==> src/rtl/lsrx_pkg.sv <==
package lsrx_pkg;
  typedef enum logic [2:0] {
    AQ_WAIT_J,
    AQ_ARM,
    AQ_WAIT_J2,
    AQ_SEEK,
    AQ_CONFIRM,
    AQ_TRACK
  } aq_state_e;

  typedef enum logic [1:0] {
    ADJ_NONE,
    ADJ_SHORT,
    ADJ_LONG
  } adj_e;
endpackage

==> src/rtl/lsrx_sync2.sv <==
module lsrx_sync2 #(
  parameter int W = 2
) (
  input  logic         clk,
  input  logic         rst_n,
  input  logic [W-1:0] d_in,
  output logic [W-1:0] d_out
);
  logic [W-1:0] stage1_q;
  logic [W-1:0] stage2_q;

  always_ff @(posedge clk or negedge rst_n) begin
    if (!rst_n) begin
      stage1_q <= '0;
      stage2_q <= '0;
    end else begin
      stage1_q <= d_in;
      stage2_q <= stage1_q;
    end
  end

  assign d_out = stage2_q;
endmodule

==> src/rtl/lsrx_acq.sv <==
module lsrx_acq
  import lsrx_pkg::*;
#(
  parameter int CLK_PER_BIT = 11,
  parameter int SEEK_WIN    = 16,
  parameter int MISS_W      = 8
) (
  input  logic              clk,
  input  logic              rst_n,
  input  logic              dm_s,
  input  logic              eop_seen,
  output logic              tracking,
  output logic              lock_now,
  output logic              sync_pulse,
  output logic [MISS_W-1:0] miss_count
);
  localparam int HALF    = CLK_PER_BIT / 2;
  localparam int CONF_AT = CLK_PER_BIT + HALF;
  localparam int CMAX    = (SEEK_WIN > CONF_AT) ? SEEK_WIN : CONF_AT;
  localparam int AW      = $clog2(CMAX + 1);

  aq_state_e         st_q, st_n;
  logic [AW-1:0]     cnt_q, cnt_n;
  logic              miss_inc;
  logic              sync_q;
  logic [MISS_W-1:0] miss_q;

  always_comb begin
    st_n     = st_q;
    cnt_n    = cnt_q;
    lock_now = 1'b0;
    miss_inc = 1'b0;
    case (st_q)
      AQ_WAIT_J: begin
        if (dm_s) st_n = AQ_ARM;
      end
      AQ_ARM: begin
        if (!dm_s) st_n = AQ_WAIT_J2;
      end
      AQ_WAIT_J2: begin
        if (dm_s) begin
          st_n  = AQ_SEEK;
          cnt_n = AW'(1);
        end
      end
      AQ_SEEK: begin
        if (!dm_s) begin
          st_n  = AQ_CONFIRM;
          cnt_n = AW'(1);
        end else if (cnt_q >= AW'(SEEK_WIN)) begin
          st_n     = AQ_WAIT_J;
          cnt_n    = '0;
          miss_inc = 1'b1;
        end else begin
          cnt_n = cnt_q + 1'b1;
        end
      end
      AQ_CONFIRM: begin
        if (cnt_q == AW'(CONF_AT)) begin
          if (!dm_s) begin
            st_n     = AQ_TRACK;
            cnt_n    = '0;
            lock_now = 1'b1;
          end else begin
            st_n  = AQ_SEEK;
            cnt_n = AW'(1);
          end
        end else begin
          cnt_n = cnt_q + 1'b1;
        end
      end
      AQ_TRACK: begin
        if (eop_seen) st_n = AQ_WAIT_J;
      end
      default: begin
        st_n  = AQ_WAIT_J;
        cnt_n = '0;
      end
    endcase
  end

  always_ff @(posedge clk or negedge rst_n) begin
    if (!rst_n) begin
      st_q   <= AQ_WAIT_J;
      cnt_q  <= '0;
      sync_q <= 1'b0;
      miss_q <= '0;
    end else begin
      st_q   <= st_n;
      cnt_q  <= cnt_n;
      sync_q <= lock_now;
      if (miss_inc) miss_q <= miss_q + 1'b1;
    end
  end

  assign tracking   = (st_q == AQ_TRACK);
  assign sync_pulse = sync_q;
  assign miss_count = miss_q;
endmodule

==> src/rtl/lsrx_phase_trk.sv <==
module lsrx_phase_trk
  import lsrx_pkg::*;
#(
  parameter int CLK_PER_BIT = 11
) (
  input  logic clk,
  input  logic rst_n,
  input  logic en,
  input  logic load,
  input  logic dm_s,
  input  logic dp_s,
  output logic strobe,
  output logic smp_dm,
  output logic smp_dp
);
  localparam int HALF     = CLK_PER_BIT / 2;
  localparam int EDGE_NOM = CLK_PER_BIT - 1 - HALF;
  localparam int PW       = $clog2(CLK_PER_BIT + 1);

  logic [PW-1:0] pcnt_q, pcnt_n;
  adj_e          adj_q, adj_n, adj_now;
  logic          dm_d_q;
  logic          strobe_q, strobe_n;
  logic          smp_dm_q, smp_dm_n, smp_dp_q, smp_dp_n;
  logic          edge_hit;
  logic [PW-1:0] last_cnt;
  logic          wrap;

  assign edge_hit = en && (dm_s != dm_d_q);

  always_comb begin
    adj_now = adj_q;
    if (edge_hit && (adj_q == ADJ_NONE)) begin
      if (pcnt_q < PW'(EDGE_NOM))      adj_now = ADJ_SHORT;
      else if (pcnt_q > PW'(EDGE_NOM)) adj_now = ADJ_LONG;
    end
    case (adj_now)
      ADJ_SHORT: last_cnt = PW'(CLK_PER_BIT - 2);
      ADJ_LONG:  last_cnt = PW'(CLK_PER_BIT);
      default:   last_cnt = PW'(CLK_PER_BIT - 1);
    endcase
    wrap = en && (pcnt_q >= last_cnt);
  end

  always_comb begin
    pcnt_n   = pcnt_q;
    adj_n    = adj_q;
    strobe_n = 1'b0;
    smp_dm_n = smp_dm_q;
    smp_dp_n = smp_dp_q;
    if (load) begin
      pcnt_n = '0;
      adj_n  = ADJ_NONE;
    end else if (en) begin
      if (wrap) begin
        pcnt_n   = '0;
        adj_n    = ADJ_NONE;
        strobe_n = 1'b1;
        smp_dm_n = dm_s;
        smp_dp_n = dp_s;
      end else begin
        pcnt_n = pcnt_q + 1'b1;
        adj_n  = adj_now;
      end
    end
  end

  always_ff @(posedge clk or negedge rst_n) begin
    if (!rst_n) begin
      pcnt_q   <= '0;
      adj_q    <= ADJ_NONE;
      dm_d_q   <= 1'b0;
      strobe_q <= 1'b0;
      smp_dm_q <= 1'b0;
      smp_dp_q <= 1'b0;
    end else begin
      pcnt_q   <= pcnt_n;
      adj_q    <= adj_n;
      dm_d_q   <= dm_s;
      strobe_q <= strobe_n;
      smp_dm_q <= smp_dm_n;
      smp_dp_q <= smp_dp_n;
    end
  end

  assign strobe = strobe_q;
  assign smp_dm = smp_dm_q;
  assign smp_dp = smp_dp_q;
endmodule

==> src/rtl/lsrx_sync_lock.sv <==
module lsrx_sync_lock #(
  parameter int CLK_PER_BIT = 11,
  parameter int SEEK_WIN    = 16,
  parameter int MISS_W      = 8
) (
  input  logic              clk,
  input  logic              rst_n,
  input  logic              line_dm,
  input  logic              line_dp,
  input  logic              eop_seen,
  output logic              sync_found,
  output logic              rx_active,
  output logic              bit_strobe,
  output logic              bit_dm,
  output logic              bit_dp,
  output logic [MISS_W-1:0] miss_count
);
  logic [1:0] pins_s;
  logic       tracking;
  logic       lock_now;

  lsrx_sync2 #(.W(2)) u_sync (
    .clk   (clk),
    .rst_n (rst_n),
    .d_in  ({line_dp, line_dm}),
    .d_out (pins_s)
  );

  lsrx_acq #(
    .CLK_PER_BIT (CLK_PER_BIT),
    .SEEK_WIN    (SEEK_WIN),
    .MISS_W      (MISS_W)
  ) u_acq (
    .clk        (clk),
    .rst_n      (rst_n),
    .dm_s       (pins_s[0]),
    .eop_seen   (eop_seen),
    .tracking   (tracking),
    .lock_now   (lock_now),
    .sync_pulse (sync_found),
    .miss_count (miss_count)
  );

  lsrx_phase_trk #(.CLK_PER_BIT(CLK_PER_BIT)) u_trk (
    .clk    (clk),
    .rst_n  (rst_n),
    .en     (tracking),
    .load   (lock_now),
    .dm_s   (pins_s[0]),
    .dp_s   (pins_s[1]),
    .strobe (bit_strobe),
    .smp_dm (bit_dm),
    .smp_dp (bit_dp)
  );

  assign rx_active = tracking;
endmodule

==> config.mk <==
export PLATFORM = sky130hd
export DESIGN_NAME = lsrx_sync_lock
export DESIGN_NICKNAME = d
export VERILOG_FILES = /design/src/rtl/lsrx_pkg.sv /design/src/rtl/lsrx_sync2.sv /design/src/rtl/lsrx_acq.sv /design/src/rtl/lsrx_phase_trk.sv /design/src/rtl/lsrx_sync_lock.sv
export SDC_FILE = /design/constraint.sdc
export NUM_CORES = 1
export LEC_CHECK = 0
export ABC_AREA = 1
export ABC_CLOCK_PERIOD_IN_PS = 3600
export BUFFER_PORTS_ARGS = -buffer_cell sky130_fd_sc_hd__buf_2
export CAP_MARGIN = 20
export CORE_UTILIZATION = 60
export DETAILED_ROUTE_END_ITERATION = 12
export PLACE_DENSITY = 0.81
export SYNTH_ARGS = -nofsm -noshare
export SYNTH_HDL_FRONTEND = slang
export SYNTH_HIERARCHICAL = 1
export SYNTH_SLANG_ARGS = --single-unit
==> constraint.sdc <==
create_clock -name clk -period 3.6 [get_ports clk]
set_clock_uncertainty 0.1 [all_clocks]
set_input_delay 0.72 -clock clk [delete_from_list [all_inputs] [get_ports clk]]
set_output_delay 0.72 -clock clk [all_outputs]
set_load 0.02 [all_outputs]
Word level (Yosys, flattened, before mapping)
Cells that the tools add are included.

operators by class
  reduce and logical (&&, ||, !) cells = 10
  equality and inequality tests = 15
  add/subtract/negate cells = 3
  bitwise operators = 2
  mux-type cells = 34
  magnitude comparators = 4

operators by type and width
  operator               number
  $mux W3                8
  $mux W5                4
  $pmux W5 S4            1
  $pmux W3 S6            1
  $mux W2                6
  $mux W4                3
  $mux W1                10
  $add A8 B1 Y8 const B  1
  $ne A2 B2 Y1 const B   4
  $eq A3 B2 Y1 const B   2
  $eq A3 B3 Y1 const B   2
  $reduce_and A6 Y1      1
  $add A5 B1 Y5 const B  1
  $eq A5 B5 Y1 const B   1
  $ge A5 B5 Y1 const B   1
  $add A4 B1 Y4 const B  1
  $ge A4 B4 Y1           1
  $gt A4 B3 Y1 const B   1
  $lt A4 B3 Y1 const B   1
  $pmux W2 S2            1
  $eq A3 B1 Y1 const B   1
  $logic_and A1 B1 Y1    3
  $logic_not A3 Y1       1
  $ne A3 B2 Y1 const B   1
  other kinds (10)       11

word-level totals
  register bits after elaboration = 31
  output and inout bits = 13
  bits of input ports = 5

Logic depth before layout (Yosys ltp)
Gate-level depths: netlist of run 1.

  word-level depth = 11
  gate-level depth with buffers = 18

Hierarchy
Netlist of run 1, hierarchy kept.

by module, submodules not included
  module          times used  cells an instance  area each (um^2)  seq. area each (um^2)
  lsrx_acq        1           134                1028.5            425.4
  lsrx_phase_trk  1           70                 574.3             250.2
  lsrx_sync2      1           4                  100.1             100.1

Worst setup path after synthesis of run 1
No wires, ideal clock.

  kind = register -> register
  start = register u_acq.st_q[2]
  end = register u_trk.adj_q[1]
  data required time = 3.370 ns
  cell stages (with the launch flop) = 18
  slack = 0.687 ns
  arrival time = 2.683 ns
  path through = dfrtp_1 > inv_2 > nor3_1 > nand2_1 > nor2_2 > nand3_1 > nand2_1 > nand2_1 > ha_1 > inv_1 > ha_1 > inv_1 > nand2_1 > nand2_1 > nand2_1 > nand3_1 > nand3_1 > nor2_1

between the ends
  word-level cells in the longest chain between the ends = 11

ends and longest elaborated chain
  item                                                 line                  source
  from (decl)                                          lsrx_acq.sv:22        aq_state_e st_q, st_n;
  from (signal assigned)                               lsrx_acq.sv:89        st_q <= st_n;
  $eq A3 B3 Y1 *                                       lsrx_acq.sv:96        assign tracking = (st_q == AQ_TRACK);
  net rx_active                                        lsrx_sync_lock.sv:12  output logic rx_active,
  $logic_and A1 B1 Y1                                  lsrx_phase_trk.sv:29  assign edge_hit = en && (dm_s != dm_d_q);
  $logic_and A1 B1 Y1                                  lsrx_phase_trk.sv:33  if (edge_hit && (adj_q == ADJ_NONE)) begin
  $mux W2                                              lsrx_phase_trk.sv:33
  $eq A2 B2 Y1 / $eq A2 B1 Y1 (equally long branches)  lsrx_phase_trk.sv:37  case (adj_now)
  $pmux W2 S2                                          lsrx_phase_trk.sv:37
  $ge A4 B4 Y1                                         lsrx_phase_trk.sv:42  wrap = en && (pcnt_q >= last_cnt);
  $logic_and A1 B1 Y1                                  lsrx_phase_trk.sv:42
  $mux W2                                              lsrx_phase_trk.sv:55  if (wrap) begin
  $mux W2                                              lsrx_phase_trk.sv:54  end else if (en) begin
  $mux W2                                              lsrx_phase_trk.sv:51  if (load) begin
  to (signal assigned)                                 lsrx_phase_trk.sv:78  adj_q <= adj_n;
  to (decl)                                            lsrx_phase_trk.sv:21  adj_e adj_q, adj_n, adj_now;

Mark *: on every way through the listed nets, which the timed path passes. The rest lies on a longest branch. The select of a mux whose other input is x is not followed.
A chain may end at the register's enable or synchronous reset.

Worst setup path in the final report of run 1
  start = register u_acq.st_q[0]
  end = register u_trk.adj_q[1]

between the ends
  word-level cells in the longest chain between the ends = 11

ends and longest elaborated chain
  item                                                 line
  $eq A3 B3 Y1                                         lsrx_acq.sv:96
  $logic_and A1 B1 Y1                                  lsrx_phase_trk.sv:29
  $logic_and A1 B1 Y1                                  lsrx_phase_trk.sv:33
  $mux W2                                              lsrx_phase_trk.sv:33
  $eq A2 B2 Y1 / $eq A2 B1 Y1 (equally long branches)  lsrx_phase_trk.sv:37
  $pmux W2 S2                                          lsrx_phase_trk.sv:37
  $ge A4 B4 Y1                                         lsrx_phase_trk.sv:42
  $logic_and A1 B1 Y1                                  lsrx_phase_trk.sv:42
  $mux W2                                              lsrx_phase_trk.sv:55
  $mux W2                                              lsrx_phase_trk.sv:54
  $mux W2                                              lsrx_phase_trk.sv:51

Several ways; a longest one is shown, not always the timed one. The select of a mux whose other input is x is not followed.

==> results of run 1 <==
[worst max-delay path: cells and delay by family, from the launching register on]
kind          cells  cell delay (ps)
fa+ha+maj         2              520
buf+inv           3              240
flops             1              480
simple gates     12             1380
[path summary, 6_finish.rpt]
path	to	slack, ps	startpoint	depth (start not counted)
hold reg to reg	u_sync/d_out[0]	260	u_sync/stage1_q[0]	0
hold / removal	u_sync/d_out[0]	260	u_sync/stage1_q[0]	0
setup reg to reg	u_trk/adj_q[1]	730	u_acq/st_q[0]	17
max in group asynchronous	u_trk/smp_dm	2660	rst_n	1
min in group asynchronous	u_trk/smp_dp	320	rst_n	1
setup / recovery	u_trk/adj_q[1]	730	u_acq/st_q[0]	17
[cell families (layout without fill, tap and decap cells)]
kind of cell               after synthesis  in the layout  synth area share
and+or+nand+nor                        112            112             0.304
adders and majority gates                9              9            0.0661
DFF                                     31             31             0.456
xor gates and xnor gates                10             10            0.0558
AOI/OAI and AO/OA                       14             14            0.0434
buffers and inverters                   32             55            0.0749
[per-stage QoR]
stage,instance area [um^2],setup slack [ps],hold WS (ps),std cells
2_1_floorplan,1700,687,231,208
3_3_place_gp,1810,968,234,254
3_5_place_dp,1810,778,244,254
4_1_cts,1870,766,265,261
5_1_grt,1870,492,272,261
6_report,1870,728,261,261
[final cells by class]
class	instances	area (um^2)
multi-input combinational	145	800
tap	30	37.5
sequential	31	776
timing repair buffer	17	85.1
clock buffer	6	51.3
clock inverter	1	5.00
fill	214	697
inverter	31	116
[where the power goes]
group	leakage (nW)	internal, mW	switching [mW]	total [mW]
Combinational	0.585	0.139	0.273	0.412
Clock	0.0341	0.0903	0.110	0.200
Sequential	0.410	0.398	0.0645	0.463
Total	1.03	0.628	0.447	1.08
[registers in the layout, summed over array words and instances (netlist names)]
register,count
u_sync/d_out,2
u_sync/stage1_q,2
u_trk/dm_d_q,1
u_acq/miss_count,8
u_trk/smp_dm,1
u_trk/adj_q,2
u_trk/smp_dp,1
u_acq/st_q,3
u_trk/strobe,1
u_trk/pcnt_q,4
u_acq/sync_pulse,1
u_acq/cnt_q,5
[placed cells by master (no fill, tap or decap)]
| cell type | n |
|---|---|
| ha_1 | 9 |
| o22ai_1 | 2 |
| nor3_1 | 4 |
| a21oi_1 | 2 |
| xnor2_1 | 5 |
| xor2_1 | 4 |
| clkbuf_4 | 5 |
| clkinv_2 | 1 |
| a31oi_1 | 1 |
| nand2_2 | 2 |
| nand3_2 | 2 |
| xnor2_2 | 1 |
| o21ai_1 | 2 |
| nand3_1 | 20 |
| buf_2 | 17 |
| and3_1 | 1 |
| nor3_2 | 1 |
| nor2_1 | 21 |
| o21ai_0 | 7 |
| nand2_1 | 53 |
| nor2_4 | 2 |
| inv_2 | 3 |
| nand3_4 | 1 |
| dfrtp_1 | 31 |
| clkbuf_8 | 1 |
| nand4_1 | 2 |
| nor2_2 | 3 |
| inv_1 | 28 |
[routing by layer]
layer | up-vias | wire, um | share of wire
met3 | 8 | 156 | 0.048
met5 | - | 0 | 0
met1 | 658 | 1410 | 0.43
met4 | 0 | 55 | 0.017
li1 | 700 | - | -
met2 | 45 | 1660 | 0.51
==> impl_metrics.csv, run 1 <==
group,metric,value,unit
logic_synthesis,synth_edf_count,0,
timing,finalCritPeriodShare,0.798,
timing,tns,0,ps
logic_synthesis,ys_warn_count,6,
timing,hold_viol,0,
finish,antenna_cells,0,
hold_path,hold_class,"flop to flop",
clock_tree,worstSkewPairLatency,320,ps
global_routing,grt_use_total,0.232,
global_routing,use_met1,0.285,
pwr,leakagePower,1.03,nW
global_routing,antenna_found_initial,0,
timing,rsz0062_at_grt,"no",
worst_setup_path,cpMostUsedCell,"nand2_1",
floorplanning,die_h,55.3,um
logic_synthesis,synth-seq-area-share,0.456,
placement,gp_congestion,0.886,
logic_synthesis,mappedNetlistArea,1700,um^2
timing,post-route-min-period,2870,ps
worst_setup_path,cp-start-kind,"flop",
worst_setup_path,cp_slowest_cell,"dfrtp_1",
detailed_routing,drc,0,
global_routing,grt_util_met2,0.394,
clock_tree,cts_buffer_depth,2,
worst_setup_path,critPathMaxFanout,7,
run_status,status,"finished, final reports clean",
finish,fin_util,0.729,
clock_tree,cts_tree,"built",
floorplanning,pin_count,18,
detailed_routing,wl,3280,um
detailed_routing,dr.pass1.iters,4,
logic_synthesis,synth_top_area_share,0.456,
floorplanning,die_area,3060,um^2
clock_tree,post-cts-setup-buffer-count,0,
clock_tree,cts_hold_buf,0,
clock_tree,cts_resized,0,
worst_setup_path,slowest_delay,480,ps
placement,io_buffers,17,
timing,final_max_slew_viol_count,0,
pwr,ir_drop,0.500,mV
global_routing,grt-ovfl-total,0,
worst_setup_path,worstPathCellList,"inv_1 > nor3_1 > nand2_1 > nor2_2 > nand3_1 > nand2_1 > nand2_1 > ha_1 > inv_1 > ha_1 > inv_1 > nand2_1 > nand2_1 > nand2_1 > nand3_1 > nand3_1 > nor2_1",
logic_synthesis,synth_cell_types,25,
worst_setup_path,cp.arrival,2970,ps
logic_synthesis,yosys.area.top_type,"dfrtp_1",
logic_synthesis,yosys_register_bits,31,
floorplanning,initial_utilization,0.663,
finish,drive_gt1_frac,0.169,
timing,slew_headroom,0.564,
finish,syn2layout_area_growth,9.85,%
global_routing,met3_usage,0.0445,
clock_tree,clkTransAtPathRegs,90,ps
worst_setup_path,cp-end-kind,"flop",
detailed_routing,ant_nets,0,
logic_synthesis,post-synth-top-count-cell,"nand2_1",
logic_synthesis,ys.flop_type,"dfrtp_1",
global_routing,grt_pass1_vias,1309,
timing,setup_viol,0,
logic_synthesis,synthTopCellsByArea,"dfrtp_1 (46%), nand2_1 (12%), ha_1 (6.6%)",
floorplanning,num_rows,18,
global_routing,busiest_layer,"met2",
clock_tree,htree_levels,2,
clock_tree,cts_buffers,5,
floorplanning,chipWidth,55.3,um
logic_synthesis,syn_nets,222,
detailed_routing,drt_iter0_markers,82,
global_routing,grt_pass1_wl,5640,um
worst_setup_path,path_class,"flop to flop",
worst_setup_path,crit_required,3690,ps
detailed_routing,wl_per_cell,12.6,um
clock_tree,root_buffer,"clkbuf_4",
clock_tree,cts.sinks,31,
placement,hpwl,2410,um
logic_synthesis,synth_cells,208,
logic_synthesis,syn_area_per_cell,8.19,um^2
timing,fmax,348,MHz
finish,fin_nets,245,
logic_synthesis,synth_commonest_cells,"nand2_1 (53), dfrtp_1 (31), inv_1 (28)",
pwr,power.density,575,nW/um^2
global_routing,grt_max_degree,32,
detailed_routing,vias_per_cell,5.41,
timing,tightestPinTransition,654,ps
floorplanning,core,2570,um^2
run,maxCapViolations,0,
detailed_routing,via_count,1411,
pwr,total_power,1.08,mW
logic_synthesis,synth-async-reset-ratio,1.00,
Power figures use the tool's default switching activity.
==> inputs of run 2 (changes only) <==
--- a/config.mk
+++ b/config.mk
@@ -6,12 +6,12 @@
 export NUM_CORES = 1
 export LEC_CHECK = 0
 export ABC_AREA = 1
-export ABC_CLOCK_PERIOD_IN_PS = 3600
+export ABC_CLOCK_PERIOD_IN_PS = 3000
 export BUFFER_PORTS_ARGS = -buffer_cell sky130_fd_sc_hd__buf_2
 export CAP_MARGIN = 20
-export CORE_UTILIZATION = 60
+export CORE_UTILIZATION = 58
 export DETAILED_ROUTE_END_ITERATION = 12
-export PLACE_DENSITY = 0.81
+export PLACE_DENSITY = 0.79
 export SYNTH_ARGS = -nofsm -noshare
 export SYNTH_HDL_FRONTEND = slang
 export SYNTH_HIERARCHICAL = 1
==> constraint.sdc (replaced) <==
create_clock -name clk -period 3 [get_ports clk]
set_clock_uncertainty 0.1 [all_clocks]
set_input_delay 0.6 -clock clk [delete_from_list [all_inputs] [get_ports clk]]
set_output_delay 0.6 -clock clk [all_outputs]
set_load 0.02 [all_outputs]
==> impl_metrics.csv, run 2 (synthesis results as in run 1) <==
group,metric,value,unit
clock_tree,cts_buffers,5,
pwr,power_frac_comb,0.378,
worst_setup_path,path_class,"flop to flop",
pwr,power.switching,0.522,mW
pwr,seq_power_share,0.436,
global_routing,grt_use_total,0.215,
pwr,ir_drop,0.629,mV
detailed_routing,via_count,1372,
detailed_routing,dr.pass1.iters,5,
finish,drive_gt1_frac,0.172,
worst_setup_path,crit_required,3150,ps
clock_tree,cts_tree,"built",
pwr,internal-power,0.756,mW
global_routing,grt-ovfl-total,0,
detailed_routing,wl_per_cell,11.4,um
hold_path,hold_class,"primary input to asynchronous set/reset pin",
timing,final_max_slew_viol_count,0,
placement,hpwl,2250,um
clock_tree,clkTransAtPathRegs,90,ps
timing,setup_viol,0,
finish,fin_nets,246,
finish,fin_util,0.681,
timing,fin_ws,421,ps
placement,io_buffers,17,
global_routing,use_met1,0.275,
detailed_routing,ant_nets,0,
clock_tree,cts_buffer_depth,2,
pwr,switching_share,0.408,
global_routing,antenna_found_initial,0,
timing,hold_viol,0,
finish,final_common_cell,"nand2_1",
run,maxCapViolations,0,
clock_tree,cts.sinks,31,
floorplanning,initial_utilization,0.618,
global_routing,met3_usage,0.0558,
placement,gp_congestion,0.900,
finish,syn2layout_area_growth,10.4,%
global_routing,grt_pass1_wl,5180,um
finish,n_fill_cell,247,
worst_setup_path,cp-start-kind,"flop",
finish,largest_reg_flops,8,
detailed_routing,drc,0,
timing,rsz0062_at_grt,"no",
pwr,power.density,680,nW/um^2
finish,antenna_cells,0,
clock_tree,worstSkewPairLatency,330,ps
placement,pre_cts_ws,471,ps
floorplanning,num_rows,19,
clock_tree,htree_levels,2,
timing,fmax,388,MHz
timing,tightestPinTransition,671,ps
finish,final_cell_mix,"nand2_1 (53), dfrtp_1 (31), inv_1 (28), nor2_1 (21), nand3_1 (20)",
floorplanning,pin_count,18,
worst_setup_path,cp-end-kind,"flop",
floorplanning,die_h,56.2,um
floorplanning,chipWidth,56.2,um
floorplanning,core,2760,um^2
floorplanning,die_area,3160,um^2
detailed_routing,wl,3010,um
pwr,pwr-share-clk,0.186,
pwr,leakagePower,1.03,nW
detailed_routing,drt_iter0_markers,37,
global_routing,busiest_layer,"met2",
clock_tree,root_buffer,"clkbuf_4",
timing,finalCritPeriodShare,0.860,
timing,slew_headroom,0.552,
global_routing,grt_pass1_vias,1238,
worst_setup_path,cp.arrival,2730,ps
clock_tree,cts_hold_buf,0,
worst_setup_path,critPathMaxFanout,7,
global_routing,grt_util_met2,0.330,
clock_tree,cts_resized,0,
timing,tns,0,ps
detailed_routing,vias_per_cell,5.22,
clock_tree,post-cts-setup-buffer-count,0,
global_routing,grt_max_degree,32,
run_status,status,"finished, final reports clean",
timing,post-route-min-period,2580,ps
run 2: cell types whose count changed in the layout (fill, tap and decap cells not counted):
cell / delta
buf_4: +1
run 2: critical path, cell delays in order, from the launching register on:
cell and delay (ps):
dfrtp_1 500, inv_2 100, nor3_1 240, nand2_1 100, nor2_2 120, nand3_1 80, nand2_1 80, nand2_1 50
ha_1 260, inv_1 40, ha_1 260, inv_1 50, nand2_1 40, nand2_1 50, nand2_1 80, nand2_1 90
nand2_1 90, a21oi_1 150
run 2: layout make-up:
cell class              instances  area, um^2  share of cell area
inverters                      31         116              0.0619
multi-input cells             145         800               0.425
clock inverters                 1        5.00             0.00266
clock buffers                   6        51.3              0.0273
repair buffers                 18        92.6              0.0493
flip-flops and latches         31         776               0.413
well taps                      31        38.8              0.0206
run 2: per-layer routing:
layer | part of all wire | wire [um]
met1 | 0.47 | 1410
met2 | 0.46 | 1380
met3 | 0.053 | 159
met4 | 0.022 | 65
met5 | 0 | 0
run 2: through the flow:
stage	cells	total power, mW	hold slack (ps)	cell area (um^2)
finish	263	1.28	200	1880
global route	263	1.39	239	1880
CTS	263	1.28	206	1880
detailed placement	256	1.04	244	1820
global placement	256	1.02	237	1820
floorplan	208	0.923	204	1700
run 2: path summary, 6_finish.rpt:
| check | from | endpoint | slack [ps] | cells past startpoint |
|---|---|---|---|---|
| setup / recovery | u_acq/st_q[2] | u_trk/pcnt_q[0] | 420 | 17 |
| hold / removal | rst_n | u_acq/cnt_q[1] | 200 | 1 |
| setup reg to reg | u_acq/st_q[2] | u_trk/pcnt_q[0] | 420 | 17 |
| hold reg to reg | u_sync/stage1_q[0] | u_sync/d_out[0] | 270 | 0 |
| max in group asynchronous | rst_n | u_acq/miss_count[6] | 2170 | 1 |
| min in group clk | u_sync/stage1_q[0] | u_sync/d_out[0] | 270 | 0 |
run 2: power by group through the flow:
| stage | clock (mW) | sequential (mW) | combinational (mW) |
|---|---|---|---|
| global route | 0.265 | 0.567 | 0.560 |
| floorplan | 0 | 0.544 | 0.379 |
| CTS | 0.248 | 0.555 | 0.478 |
| detailed placement | 0 | 0.564 | 0.475 |
| global placement | 0 | 0.559 | 0.464 |
| finish | 0.238 | 0.557 | 0.483 |
==> inputs of run 3 (changes only) <==
--- a/config.mk
+++ b/config.mk
@@ -9,9 +9,11 @@
 export ABC_CLOCK_PERIOD_IN_PS = 3000
 export BUFFER_PORTS_ARGS = -buffer_cell sky130_fd_sc_hd__buf_2
 export CAP_MARGIN = 20
-export CORE_UTILIZATION = 58
+export CELL_PAD_IN_SITES_DETAIL_PLACEMENT = 0
+export CELL_PAD_IN_SITES_GLOBAL_PLACEMENT = 1
+export CORE_UTILIZATION = 43
 export DETAILED_ROUTE_END_ITERATION = 12
-export PLACE_DENSITY = 0.79
+export PLACE_DENSITY = 0.78
 export SYNTH_ARGS = -nofsm -noshare
 export SYNTH_HDL_FRONTEND = slang
 export SYNTH_HIERARCHICAL = 1
==> constraint.sdc (replaced) <==
create_clock -name clk -period 3 [get_ports clk]
set_clock_uncertainty 0.1 [all_clocks]
set_input_delay 0.15 -clock clk [delete_from_list [all_inputs] [get_ports clk]]
set_output_delay 0.15 -clock clk [all_outputs]
set_load 0.02 [all_outputs]
==> impl_metrics.csv, run 3 (synthesis results as in run 1) <==
group,metric,value,unit
clock_tree,worstSkewPairLatency,270,ps
placement,hpwl,2410,um
timing,slew_headroom,0.543,
pwr,power.density,704,nW/um^2
worst_setup_path,worstPathCellList,"inv_2 > nor3_1 > nand2_1 > nor2_2 > nand3_1 > nand2_1 > nand2_1 > ha_1 > inv_1 > ha_1 > inv_1 > nand2_1 > nand2_1 > nand2_1 > nand2_1 > nand2_1 > a21oi_1",
clock_tree,cts_tree,"built",
detailed_routing,dr.pass1.iters,4,
hold_path,hold_class,"flop to flop",
detailed_routing,wl,3230,um
worst_setup_path,path_buf_inv,3,
timing,setup_viol,0,
worst_setup_path,critPathMaxFanout,7,
global_routing,grt_pass1_wl,5820,um
clock_tree,cts_buffers,5,
detailed_routing,drc,0,
finish,layout.cells.non_filler,284,
floorplanning,core,3720,um^2
worst_setup_path,r2r_cells,17,
detailed_routing,drt_iter0_markers,78,
clock_tree,cts_buffer_depth,2,
timing,fmax,387,MHz
placement,gp_congestion,0.941,
worst_setup_path,cp_num_cells,17,
finish,n_fill_cell,366,
run,maxCapViolations,0,
floorplanning,die_area,4220,um^2
worst_setup_path,slowest_delay,490,ps
worst_setup_path,cpMostUsedCell,"nand2_1",
detailed_routing,via_count,1399,
detailed_routing,vias_per_cell,4.93,
worst_setup_path,cp-end-kind,"flop",
clock_tree,root_buffer,"clkbuf_8",
finish,fin_util,0.532,
finish,final_common_cell,"nand2_1",
clock_tree,cts_resized,0,
floorplanning,pin_count,18,
worst_setup_path,path_class,"flop to flop",
finish,antenna_cells,0,
timing,tightestPinTransition,685,ps
pwr,leakagePower,1.06,nW
finish,final_cell_mix,"nand2_1 (53), dfrtp_1 (31), inv_1 (28), nor2_1 (21), nand3_1 (20)",
worst_setup_path,rrSetupSlack,420,ps
global_routing,grt_max_degree,32,
finish,largest_reg_flops,8,
global_routing,antenna_found_initial,0,
timing,finalCritPeriodShare,0.861,
worst_setup_path,cp-start-kind,"flop",
placement,dp.cells,273,
clock_tree,htree_levels,2,
floorplanning,chipWidth,64.9,um
worst_setup_path,cp_slowest_cell,"dfrtp_1",
floorplanning,num_rows,22,
global_routing,grt_pass1_vias,1345,
finish,fin_nets,249,
finish,syn2layout_area_growth,16.2,%
run_status,status,"finished, final reports clean",
timing,final_max_slew_viol_count,0,
global_routing,grt-ovfl-total,0,
timing,tns,0,ps
finish,drive_gt1_frac,0.174,
floorplanning,initial_utilization,0.458,
placement,io_buffers,17,
global_routing,grt_use_total,0.181,
timing,hold_slack,257,ps
worst_setup_path,crit_required,3100,ps
timing,hold_viol,0,
timing,post-route-min-period,2580,ps
timing,rsz0062_at_grt,"no",
hold_path,hold_depth,0,
worst_setup_path,cpLargestDelayFamily,"simple AND/OR/NAND/NOR gates",
detailed_routing,wl_per_cell,11.4,um
clock_tree,cts.sinks,31,
pwr,ir_drop,0.352,mV
detailed_routing,ant_nets,0,
floorplanning,die_h,64.9,um
clock_tree,clkTransAtPathRegs,70,ps
worst_setup_path,cp.arrival,2680,ps
[run 3: changes by cell type in the layout (fill, tap and decap cells not counted), sizes merged]
cell	delta
clkinv	-1
clkinvlp	+1
clkbuf	+1
dlygate4sd3	+3
[run 3: layout make-up]
| class | instances | area [um^2] | area share |
|---|---|---|---|
| clock inverter | 1 | 7.51 | 0.00380 |
| inverter | 31 | 116 | 0.0588 |
| tap | 48 | 60.1 | 0.0304 |
| sequential | 31 | 776 | 0.392 |
| clock buffer | 7 | 96.3 | 0.0487 |
| multi-input combinational | 145 | 800 | 0.404 |
| timing repair buffer | 21 | 123 | 0.0620 |
[run 3: what timing repair did]
| action | 4_1_cts | 5_1_grt |
|---|---|---|
| hold endpoints to repair | 33 | 0 |
| hold buffers | 3 | 0 |
| setup buffers | 0 | 0 |
[run 3: stage by stage]
step	cell area [um^2]	power, mW	setup WS [ps]
3_3_place_gp	1840	1.03	555
6_report	1980	1.39	418
3_5_place_dp	1840	1.04	451
5_1_grt	1980	1.52	137
4_1_cts	1980	1.41	442
2_1_floorplan	1700	0.923	87.2
[run 3: where the power goes]
part	total [mW]	leakage, nW	switching [mW]	internal [mW]
registers	0.555	0.410	0.0766	0.479
logic	0.479	0.603	0.309	0.170
clock network	0.359	0.0505	0.150	0.208
total	1.39	1.06	0.536	0.857
[run 3: final timing paths]
check,start,to
max,u_acq/st_q[2],u_trk/pcnt_q[0]
min,u_sync/stage1_q[0],u_sync/d_out[0]
max reg2reg,u_acq/st_q[2],u_trk/pcnt_q[0]
min reg2reg,u_sync/stage1_q[0],u_sync/d_out[0]
max in group asynchronous,rst_n,u_acq/st_q[0]
min in group asynchronous,rst_n,u_acq/cnt_q[3]
[run 3: routing by layer]
metal / vias up / part of all wire / GRT usage
li1: 707 / - / -
met1: 651 / 0.48 / 0.236
met2: 36 / 0.47 / 0.292
met3: 5 / 0.043 / 0.0387
met4: 0 / 0.0090 / 0.0667
met5: - / 0 / 0
